$ cat src/rtl/ptw_pkg.sv
package ptw_pkg;

  typedef enum logic [1:0] {
    WALK_IDLE  = 2'd0,
    WALK_ISSUE = 2'd1,
    WALK_WAIT  = 2'd2,
    WALK_DONE  = 2'd3
  } walk_state_t;

  typedef enum logic {
    CAUSE_ABSENT    = 1'b0,
    CAUSE_NO_RIGHTS = 1'b1
  } fault_cause_t;

  // Entry field positions (decoded by the translation cache side as well)
  localparam int PTE_PRESENT_BIT = 0;
  localparam int PTE_READ_BIT    = 1;
  localparam int PTE_WRITE_BIT   = 2;
  localparam int PTE_FRAME_LSB   = 12;

endpackage

$ cat src/rtl/ptw_base_reg.sv
module ptw_base_reg #(
  parameter int ADDR_W = 32
) (
  input  logic              clk,
  input  logic              rst,
  input  logic              we,
  input  logic [ADDR_W-1:0] wdata,
  output logic [ADDR_W-1:0] base_q,
  output logic              ctx_pulse
);

  always_ff @(posedge clk) begin
    if (rst) begin
      base_q    <= '0;
      ctx_pulse <= 1'b0;
    end else begin
      ctx_pulse <= we;
      if (we) base_q <= wdata;
    end
  end

  // a write is followed by a one-cycle switch pulse and the new base
  a_r9_ctx_after_write: assert property (@(posedge clk) disable iff (rst)
    we |=> (ctx_pulse && base_q == $past(wdata)));

  a_r9_ctx_only_after_write: assert property (@(posedge clk) disable iff (rst)
    !we |=> !ctx_pulse);

endmodule

$ cat src/rtl/ptw_addr_gen.sv
module ptw_addr_gen #(
  parameter int ADDR_W      = 32,
  parameter int VPN_W       = 20,
  parameter int ENTRY_BYTES = 4
) (
  input  logic [ADDR_W-1:0] base,
  input  logic [VPN_W-1:0]  vpn,
  output logic [ADDR_W-1:0] entry_addr
);

  localparam int SHIFT = $clog2(ENTRY_BYTES);
  localparam int IDX_W = VPN_W + SHIFT;

  logic [IDX_W-1:0]  idx_bytes;
  logic [ADDR_W-1:0] offset;

  assign idx_bytes = {vpn, {SHIFT{1'b0}}};

  generate
    if (IDX_W <= ADDR_W) begin : g_extend
      assign offset = {{(ADDR_W-IDX_W){1'b0}}, idx_bytes};
    end else begin : g_truncate
      logic [IDX_W-ADDR_W-1:0] unused_high_idx;
      assign unused_high_idx = idx_bytes[IDX_W-1:ADDR_W];
      assign offset = idx_bytes[ADDR_W-1:0];
    end
  endgenerate

  assign entry_addr = base + offset;

endmodule

$ cat src/rtl/ptw_pte_decode.sv
module ptw_pte_decode #(
  parameter int PTE_W = 32,
  parameter int PPN_W = 20
) (
  input  logic [PTE_W-1:0] pte,
  output logic             present,
  output logic             can_rd,
  output logic             can_wr,
  output logic             usable,
  output logic             cause,
  output logic [PPN_W-1:0] ppn
);
  import ptw_pkg::*;

  logic unused_pte_bits;
  assign unused_pte_bits = ^pte[PTE_FRAME_LSB-1:PTE_WRITE_BIT+1];

  assign present = pte[PTE_PRESENT_BIT];
  assign can_rd  = pte[PTE_READ_BIT];
  assign can_wr  = pte[PTE_WRITE_BIT];
  assign ppn     = pte[PTE_FRAME_LSB +: PPN_W];
  assign usable  = present && (can_rd || can_wr);
  assign cause   = present ? CAUSE_NO_RIGHTS : CAUSE_ABSENT;

endmodule

$ cat src/rtl/ptw_fsm.sv
module ptw_fsm #(
  parameter int ADDR_W = 32,
  parameter int VPN_W  = 20,
  parameter int PID_W  = 8,
  parameter int PPN_W  = 20
) (
  input  logic              clk,
  input  logic              rst,
  input  logic              miss_valid,
  input  logic [VPN_W-1:0]  miss_vpn,
  input  logic [PID_W-1:0]  miss_pid,
  input  logic [ADDR_W-1:0] entry_addr,
  output logic              stall,
  output logic              mem_req_valid,
  input  logic              mem_req_ready,
  output logic [ADDR_W-1:0] mem_req_addr,
  input  logic              mem_rsp_valid,
  input  logic              pte_usable,
  input  logic              pte_cause,
  input  logic              pte_rd,
  input  logic              pte_wr,
  input  logic [PPN_W-1:0]  pte_ppn,
  output logic              fill_valid,
  output logic [VPN_W-1:0]  walk_vpn,
  output logic [PID_W-1:0]  walk_pid,
  output logic [PPN_W-1:0]  fill_ppn,
  output logic              fill_rd,
  output logic              fill_wr,
  output logic              fault_valid,
  output logic              fault_cause
);
  import ptw_pkg::*;

  walk_state_t state_q;

  always_ff @(posedge clk) begin
    if (rst) begin
      state_q      <= WALK_IDLE;
      walk_vpn     <= '0;
      walk_pid     <= '0;
      mem_req_addr <= '0;
      fill_valid   <= 1'b0;
      fill_ppn     <= '0;
      fill_rd      <= 1'b0;
      fill_wr      <= 1'b0;
      fault_valid  <= 1'b0;
      fault_cause  <= 1'b0;
    end else begin
      fill_valid  <= 1'b0;
      fault_valid <= 1'b0;
      unique case (state_q)
        WALK_IDLE: begin
          if (miss_valid) begin
            walk_vpn     <= miss_vpn;
            walk_pid     <= miss_pid;
            mem_req_addr <= entry_addr;
            state_q      <= WALK_ISSUE;
          end
        end
        WALK_ISSUE: begin
          if (mem_req_ready) state_q <= WALK_WAIT;
        end
        WALK_WAIT: begin
          if (mem_rsp_valid) begin
            state_q <= WALK_DONE;
            if (pte_usable) begin
              fill_valid <= 1'b1;
              fill_ppn   <= pte_ppn;
              fill_rd    <= pte_rd;
              fill_wr    <= pte_wr;
            end else begin
              fault_valid <= 1'b1;
              fault_cause <= pte_cause;
            end
          end
        end
        WALK_DONE: state_q <= WALK_IDLE;
        default:   state_q <= WALK_IDLE;
      endcase
    end
  end

  assign stall         = (state_q != WALK_IDLE);
  assign mem_req_valid = (state_q == WALK_ISSUE);

  // a walk ends in either a fill or a fault, never both
  a_r5_fill_or_fault: assert property (@(posedge clk) disable iff (rst)
    !(fill_valid && fault_valid));

  // fault is a single-cycle report
  a_r6_fault_one_cycle: assert property (@(posedge clk) disable iff (rst)
    fault_valid |=> !fault_valid);

  a_r5_fill_one_cycle: assert property (@(posedge clk) disable iff (rst)
    fill_valid |=> !fill_valid);

  // request address held while the memory is not ready
  a_r3_addr_held: assert property (@(posedge clk) disable iff (rst)
    (mem_req_valid && !mem_req_ready) |=> (mem_req_valid && $stable(mem_req_addr)));

  // one read per walk
  a_r4_single_read: assert property (@(posedge clk) disable iff (rst)
    (mem_req_valid && mem_req_ready) |=> !mem_req_valid);

  // requester is held whenever a result is presented
  a_r2_stall_on_result: assert property (@(posedge clk) disable iff (rst)
    (fill_valid || fault_valid) |-> stall);

  // result presented, then walker returns to idle
  a_r2_release: assert property (@(posedge clk) disable iff (rst)
    (fill_valid || fault_valid) |=> !stall);

endmodule

$ cat src/rtl/pt_walker.sv
module pt_walker #(
  parameter int ADDR_W      = 32,
  parameter int VPN_W       = 20,
  parameter int PID_W       = 8,
  parameter int PTE_W       = 32,
  parameter int ENTRY_BYTES = 4
) (
  input  logic                clk,
  input  logic                rst,
  input  logic                miss_valid,
  input  logic [VPN_W-1:0]    miss_vpn,
  input  logic [PID_W-1:0]    miss_pid,
  output logic                stall,
  input  logic                base_we,
  input  logic [ADDR_W-1:0]   base_wdata,
  output logic                ctx_switch,
  output logic                mem_req_valid,
  input  logic                mem_req_ready,
  output logic [ADDR_W-1:0]   mem_req_addr,
  input  logic                mem_rsp_valid,
  input  logic [PTE_W-1:0]    mem_rsp_data,
  output logic                fill_valid,
  output logic [VPN_W-1:0]    fill_vpn,
  output logic [PID_W-1:0]    fill_pid,
  output logic [PTE_W-13:0]   fill_ppn,
  output logic                fill_rd,
  output logic                fill_wr,
  output logic                fault_valid,
  output logic [VPN_W-1:0]    fault_vpn,
  output logic [PID_W-1:0]    fault_pid,
  output logic                fault_cause
);
  import ptw_pkg::*;

  localparam int PPN_W = PTE_W - PTE_FRAME_LSB;

  logic [ADDR_W-1:0] base_q;
  logic [ADDR_W-1:0] entry_addr;
  logic              pte_present;
  logic              pte_rd;
  logic              pte_wr;
  logic              pte_usable;
  logic              pte_cause;
  logic [PPN_W-1:0]  pte_ppn;
  logic [VPN_W-1:0]  walk_vpn;
  logic [PID_W-1:0]  walk_pid;
  logic              unused_present;

  assign unused_present = pte_present;

  ptw_base_reg #(.ADDR_W(ADDR_W)) u_base (
    .clk       (clk),
    .rst       (rst),
    .we        (base_we),
    .wdata     (base_wdata),
    .base_q    (base_q),
    .ctx_pulse (ctx_switch)
  );

  ptw_addr_gen #(
    .ADDR_W      (ADDR_W),
    .VPN_W       (VPN_W),
    .ENTRY_BYTES (ENTRY_BYTES)
  ) u_addr (
    .base       (base_q),
    .vpn        (miss_vpn),
    .entry_addr (entry_addr)
  );

  ptw_pte_decode #(.PTE_W(PTE_W), .PPN_W(PPN_W)) u_dec (
    .pte     (mem_rsp_data),
    .present (pte_present),
    .can_rd  (pte_rd),
    .can_wr  (pte_wr),
    .usable  (pte_usable),
    .cause   (pte_cause),
    .ppn     (pte_ppn)
  );

  ptw_fsm #(
    .ADDR_W (ADDR_W),
    .VPN_W  (VPN_W),
    .PID_W  (PID_W),
    .PPN_W  (PPN_W)
  ) u_fsm (
    .clk           (clk),
    .rst           (rst),
    .miss_valid    (miss_valid),
    .miss_vpn      (miss_vpn),
    .miss_pid      (miss_pid),
    .entry_addr    (entry_addr),
    .stall         (stall),
    .mem_req_valid (mem_req_valid),
    .mem_req_ready (mem_req_ready),
    .mem_req_addr  (mem_req_addr),
    .mem_rsp_valid (mem_rsp_valid),
    .pte_usable    (pte_usable),
    .pte_cause     (pte_cause),
    .pte_rd        (pte_rd),
    .pte_wr        (pte_wr),
    .pte_ppn       (pte_ppn),
    .fill_valid    (fill_valid),
    .walk_vpn      (walk_vpn),
    .walk_pid      (walk_pid),
    .fill_ppn      (fill_ppn),
    .fill_rd       (fill_rd),
    .fill_wr       (fill_wr),
    .fault_valid   (fault_valid),
    .fault_cause   (fault_cause)
  );

  assign fill_vpn  = walk_vpn;
  assign fill_pid  = walk_pid;
  assign fault_vpn = walk_vpn;
  assign fault_pid = walk_pid;

  // no result unless a read was handed over before
  a_r10_result_needs_read: assert property (@(posedge clk) disable iff (rst)
    (!stall) |=> !(fill_valid || fault_valid));

endmodule

$ cat config.mk
export PLATFORM = sky130hd
export DESIGN_NAME = pt_walker
export DESIGN_NICKNAME = d
export VERILOG_FILES = /design/src/rtl/ptw_pkg.sv /design/src/rtl/ptw_base_reg.sv /design/src/rtl/ptw_addr_gen.sv /design/src/rtl/ptw_pte_decode.sv /design/src/rtl/ptw_fsm.sv /design/src/rtl/pt_walker.sv
export SDC_FILE = /design/constraint.sdc
export NUM_CORES = 1
export LEC_CHECK = 0
export CORE_ASPECT_RATIO = 1.1
export CORE_MARGIN = 8
export CORE_UTILIZATION = 49
export CTS_CLUSTER_SIZE = 16
export DETAILED_ROUTE_END_ITERATION = 10
export PLACE_DENSITY = 0.85
export SYNTH_ARGS = -nofsm -noshare
export SYNTH_HDL_FRONTEND = slang
export SYNTH_SLANG_ARGS = --single-unit
export TNS_END_PERCENT = 100
$ cat constraint.sdc
create_clock -name clk -period 5.8 [get_ports clk]
set_input_delay 1.45 -clock clk [delete_from_list [all_inputs] [get_ports clk]]
set_output_delay 1.45 -clock clk [all_outputs]
set_load 0.03 [all_outputs]
==> flow_summary.toml, run 1 <==
[global_routing]
groute.layer.met2.usage_pct = 37.4
grt_pass1_wl_um = 28400
groute.layer.met1.usage_pct = 25.8
grt_pass1_vias = 5621
met3_usage_pct = 4.20
grt_util_all_layers_pct = 21.8
grt_max_degree = 74
grt_busiest_layer = "met2"
overflow = 0
antenna_found_initial = 0

[synthesis]
synth_largest_type_area_fraction_pct = 40.4
ys_dominant_reg_cell = "dfxtp_1"
ranking_of_synthesized_cells_by_instance_count = "nand2_1, dfxtp_1, a21oi_1, nor2_1, mux2i_1"
syn-num-nets = 853
yosysTopAreaCell = "dfxtp_1"
post_synth.cell_area_avg_um2 = 8.16
synth-async-reset-ratio_pct = 0
synth_most_common_cell = "nand2_1"
post_synth_num_cell_types = 65
yosys_warnings = 0
synth_edf_count = 0
ys_seq_area_share_pct = 40.4
synthTopCellsByArea = "dfxtp_1, nand2_1, a21oi_1"
synthesis.instances = 730
ys_seq_elements = 120
syn_area_um2 = 5950

[final_layout]
area_delta_synth_final_pct = 42.2
final_nets = 1013
num-fill-cells = 938
post_route_cells_drive_above_1_share_pct = 5.76
final_core_util_pct = 71.0
antenna-diode-count = 0
finish.instance_area_um2 = 8470

[clock_tree]
cts_post_setup_buffers_inserted = 0
clockBufferDepth = 2
cts-buffers-inserted = 17
worst_skew_pair.late_latency_ps = 420
numClockSinks = 120
cts_max_level = 4
clk_pin_slew_worst_paths_ps = 50
tritoncts = "done"
clock_tree.root_cell = "clkbuf_16"
cts_repair_resize_count = 0
cts_hold_buf = 0

[sta]
fmax_mhz = 260
slew_violations = 0
final.setup_skew_ps = 15.0
min_period_over_period_pct = 66.2
post_route_minimum_period_ps = 3840
worstMarginPinSlew_ps = 993
grt_setup_unrepaired = "no"
timing_hold_violations_final = 0
setup-tns-final_ps = 0
slew-limit-headroom_pct = 33.8
setup_viol = 0

[detailed_routing]
ant_nets = 0
route.vias.total = 5825
drt_first_pass_iters = 5
drc = 0
starting_drt_drc_count = 391
route.detailed.vias_per_inst = 5.51
route.final.wire_length_um = 17800
wire_per_inst_um = 16.8

[floorplan]
fp.coreArea_um2 = 11900
pin_count = 214
die-width_um = 121
design.die.area_um2 = 15900
placement_rows = 42
fp.dieH_um = 132
initial_utilization_pct = 49.9

[placed_design]
io_buffers = 204
postPlaceCellArea_um2 = 7860
half_perimeter_wire_length_after_detailed_placement_um = 12600
gp_routability_congestion = 0.879

[setup_path]
critical_path.endpoint_type = "flop"
worst-setup-path-type = "in2reg"
critPathLaunchType = "input pin"
data_required_time_of_the_critical_path_ps = 6100
critical_path.max_fanout = 7
timing.critical_path.arrival_ps = 4140

[power]
powerDensity_nw_per_um2 = 379
irDropWorstVdd_mv = 0.185
power.static_leakage_nw = 3.27

[outcome]
outcome = "finished clean"

[job]
cap_violations = 0

[hold_path]
hold_class = "reg2reg"
logic make-up after synthesis:
kind of cell | count (synthesis) | share of synthesized area, %
AND/OR/NAND/NOR | 280 | 20.8
AO/OA/AOI/OAI | 183 | 20.1
flip-flops | 120 | 40.4
buffers and inverters | 85 | 7.21
multiplexers | 33 | 5.55
adder cells (fa/ha/maj) | 25 | 5.38
XOR/XNOR | 4 | 0.589
state kept, by name, indices dropped and copies added, names as in the netlist:
| name | count |
|---|---|
| u_base.base_q | 32 |
| u_fsm.mem_req_addr | 32 |
| u_fsm.fill_ppn | 20 |
| u_fsm.walk_vpn | 20 |
| u_fsm.walk_pid | 8 |
| u_fsm.state_q | 2 |
| u_base.ctx_pulse | 1 |
| u_fsm.fault_cause | 1 |
| u_fsm.fault_valid | 1 |
| u_fsm.fill_rd | 1 |
| u_fsm.fill_valid | 1 |
| u_fsm.fill_wr | 1 |
stage by stage:
| stage | total power [mW] | hold slack, ps | cells | setup slack (ps) |
|---|---|---|---|---|
| after floorplan | 1.73 | 431 | 730 | 2350 |
| after global routing | 3.35 | 467 | 1057 | 1870 |
| after global placement | 2.12 | 437 | 1025 | 1590 |
| after CTS | 3.22 | 448 | 1057 | 1990 |
| after detailed placement | 2.14 | 441 | 1025 | 1580 |
| final | 3.21 | 448 | 1057 | 1960 |
metal layers:
metal  up-vias  part of all wire, %
met1      2741                   41
met2       203                   50
met5         -                    0
li1       2842                    -
met3        39                  6.0
met4         0                  2.8
worst max-delay path, stage by stage:
cell and delay (ps):
clkdlybuf4s50_1 490, ha_1 170, inv_1 50, fa_1 370
nand2b_1 190, a21o_1 250, a21bo_2 260, a2111oi_4 460
o21ai_0 160, a32o_1 270
power breakdown:
part	switching (mW)	total, mW	internal, mW
sequential	0.0724	1.01	0.939
combinational	0.676	1.11	0.437
clock	0.385	1.08	0.697
total	1.13	3.21	2.07
cell usage in the layout, fill, tap and decap left out, types with 4 or more instances in the layout:
cell,count
dfxtp_1,120
a21o_1,6
nand3b_1,7
nor2b_1,6
nor2_1,57
and2_1,4
nor3_1,11
nand3_1,17
or2_2,4
a21oi_1,88
buf_4,5
nand2_1,142
o21a_1,6
clkdlybuf4s50_1,202
a32o_1,6
clkinvlp_4,4
o21ai_0,27
mux2i_1,33
o211ai_1,8
clkbuf_16,17
a211oi_1,9
nand4_1,4
ha_1,24
inv_1,18
or3_1,8
final cells by class:
class / instances / area [µm²] / share of cell area, %
multi-input combinational: 525 / 3130 / 37.0
tap: 154 / 193 / 2.28
sequential: 120 / 2400 / 28.4
clock inverter: 11 / 148 / 1.74
clock buffer: 21 / 460 / 5.44
timing repair buffer: 208 / 2060 / 24.4
inverter: 18 / 67.6 / 0.798
worst paths after layout:
kind	from	end	slack (ps)	depth (start not counted)
worst max register to register	u_base.base_q[2]$_SDFFE_PP0P_	u_fsm.mem_req_addr[24]$_SDFFE_PP0P_	3170	9
worst min-delay path	u_base.base_q[1]$_SDFFE_PP0P_	u_fsm.mem_req_addr[1]$_SDFFE_PP0P_	450	2
worst max-delay path	miss_vpn[0]	u_fsm.mem_req_addr[24]$_SDFFE_PP0P_	1960	10
worst min register to register	u_base.base_q[1]$_SDFFE_PP0P_	u_fsm.mem_req_addr[1]$_SDFFE_PP0P_	450	2
No activity file was read; power rests on OpenSTA's default activity.
==> inputs of run 2 (changes only) <==
--- a/config.mk
+++ b/config.mk
@@ -7,10 +7,10 @@
 export LEC_CHECK = 0
 export CORE_ASPECT_RATIO = 1.1
 export CORE_MARGIN = 8
-export CORE_UTILIZATION = 49
+export CORE_UTILIZATION = 41
 export CTS_CLUSTER_SIZE = 16
 export DETAILED_ROUTE_END_ITERATION = 10
-export PLACE_DENSITY = 0.85
+export PLACE_DENSITY = 0.75
 export SYNTH_ARGS = -nofsm -noshare
 export SYNTH_HDL_FRONTEND = slang
 export SYNTH_SLANG_ARGS = --single-unit
==> constraint.sdc (replaced) <==
create_clock -name clk -period 3.1 [get_ports clk]
set_input_delay 0.775 -clock clk [delete_from_list [all_inputs] [get_ports clk]]
set_output_delay 0.775 -clock clk [all_outputs]
set_load 0.03 [all_outputs]
==> flow_summary.toml, run 2 (same netlist as run 1, synthesis figures left out) <==
[detailed_routing]
wire_per_inst_um = 16.3
route.detailed.vias_per_inst = 5.19
starting_drt_drc_count = 398
ant_nets = 0
route.vias.total = 5977
drt_first_pass_iters = 5
route.final.wire_length_um = 18800
drc = 0

[clock_tree]
worst_skew_pair.late_latency_ps = 410
clock_tree.root_cell = "clkbuf_16"
clk_pin_slew_worst_paths_ps = 50
cts-buffers-inserted = 17
tritoncts = "done"
cts_max_level = 4
numClockSinks = 120
clockBufferDepth = 2

[setup_path]
crit_slowest_cell = "clkdlybuf4s50_1"
worst-setup-path-type = "in2reg"
data_required_time_of_the_critical_path_ps = 3420
critical_path.max_fanout = 5
critPathMaxStageDelay_ps = 490
critPathLaunchType = "input pin"
critPathTopFamily = "compound AO/OA/AOI/OAI gates"
cp_cell_sequence = "clkdlybuf4s50_1 > ha_2 > inv_1 > fa_2 > nand2b_4 > a21o_1 > a21bo_2 > a2111oi_4 > buf_4 > o21ai_0 > a211oi_1"
critical_path.n_buffers_inverters = 3
timing.critical_path.arrival_ps = 3320
critical_path.endpoint_type = "flop"

[floorplan]
design.die.area_um2 = 18600
initial_utilization_pct = 41.5
placement_rows = 46
pin_count = 214
fp.coreArea_um2 = 14300
fp.dieH_um = 142
die-width_um = 131

[job]
cap_violations = 0

[sta]
setup-tns-final_ps = 0
setup_viol = 0
fmax_mhz = 333
min_period_over_period_pct = 96.9
final.setup_skew_ps = 7.08
worstMarginPinSlew_ps = 714
post_route_minimum_period_ps = 3000
slew_violations = 0
timing_hold_violations_final = 0
grt_setup_unrepaired = "no"
layout_setup_ws_ps = 97.1
slew-limit-headroom_pct = 52.2

[final_layout]
largestRegisters = "u_base.base_q (32), u_fsm.mem_req_addr (32)"
final_nets = 1070
post_route_non_filler_standard_cell_count = 1152
area_delta_synth_final_pct = 51.4
mostFrequentLayoutCells = "clkdlybuf4s50_1, nand2_1, dfxtp_1"
layout_commonest_cell = "clkdlybuf4s50_1"
antenna-diode-count = 0
post_route_cells_drive_above_1_share_pct = 12.0
final_core_util_pct = 62.9

[power]
powerDensity_nw_per_um2 = 683
irDropWorstVdd_mv = 0.413
power.static_leakage_nw = 3.58

[placed_design]
half_perimeter_wire_length_after_detailed_placement_um = 13900
io_buffers = 204
placedCellCount = 1119
gp_routability_congestion = 0.928
preCtsSetupSlack_ps = -346

[hold_path]
hold_class = "reg2reg"

[global_routing]
grt_pass1_vias = 5946
grt_max_degree = 73
grt_pass1_wl_um = 29700
antenna_found_initial = 0
grt_util_all_layers_pct = 20.1
overflow = 0

[outcome]
outcome = "finished clean"
## run 2: changes by cell type in the layout (fill, tap and decap cells not counted), sizes merged
cell | before | now
clkinvlp | 4 | 2
clkbuf | 21 | 22
clkinv | 4 | 5
buf | 6 | 63
## run 2: final timing paths
| check | endpoint | cells past startpoint | from | slack (ps) |
|---|---|---|---|---|
| worst max-delay path | u_fsm.mem_req_addr[28]$_SDFFE_PP0P_ | 11 | miss_vpn[0] | 100 |
| worst min-delay path | u_fsm.mem_req_addr[5]$_SDFFE_PP0P_ | 2 | u_fsm.mem_req_addr[5]$_SDFFE_PP0P_ | 450 |
| worst max register to register | u_fsm.mem_req_addr[28]$_SDFFE_PP0P_ | 10 | u_base.base_q[2]$_SDFFE_PP0P_ | 620 |
| worst min register to register | u_fsm.mem_req_addr[5]$_SDFFE_PP0P_ | 2 | u_fsm.mem_req_addr[5]$_SDFFE_PP0P_ | 450 |
## run 2: layout make-up
cell class                 count  area, µm²
fill                        1225       5320
multi-input combinational    525       3150
timing repair buffer         265       2520
sequential                   120       2400
clock buffer                  22        494
tap                          192        240
clock inverter                10        141
inverter                      18       67.6
## run 2: per-stage QoR
stage               instance area [µm²]  hold WS [ps]  power [mW]
finish                             9010           451        6.16
global route                       9010           470        6.47
CTS                                8990           451        6.20
detailed placement                 8350           445        4.10
global placement                   8350           439        4.07
floorplan                          5950           431        3.23
## run 2: metal layers
metal / GRT usage [%] / wire [µm]
met1: 23.1 / 7730
met2: 35.8 / 9660
met3: 3.75 / 1040
met4: 7.68 / 334
met5: 0 / 0
## run 2: tightest hold or removal path: stages (launching register included)
cell and delay, ps:
dfxtp_1 300, nand2_1 50, a21oi_1 50
## run 2: report_power, final
group | switching (mW) | internal, mW
combinational | 1.29 | 0.893
clock | 0.713 | 1.37
sequential | 0.136 | 1.76
total | 2.14 | 4.02
## run 2: what timing repair did
action | 4_1_cts | 5_1_grt
buffers inserted | 0 | 1
endpoints found under the setup margin | 0 | 2
gates resized for setup | 0 | 4
hold buffers | 0 | 0
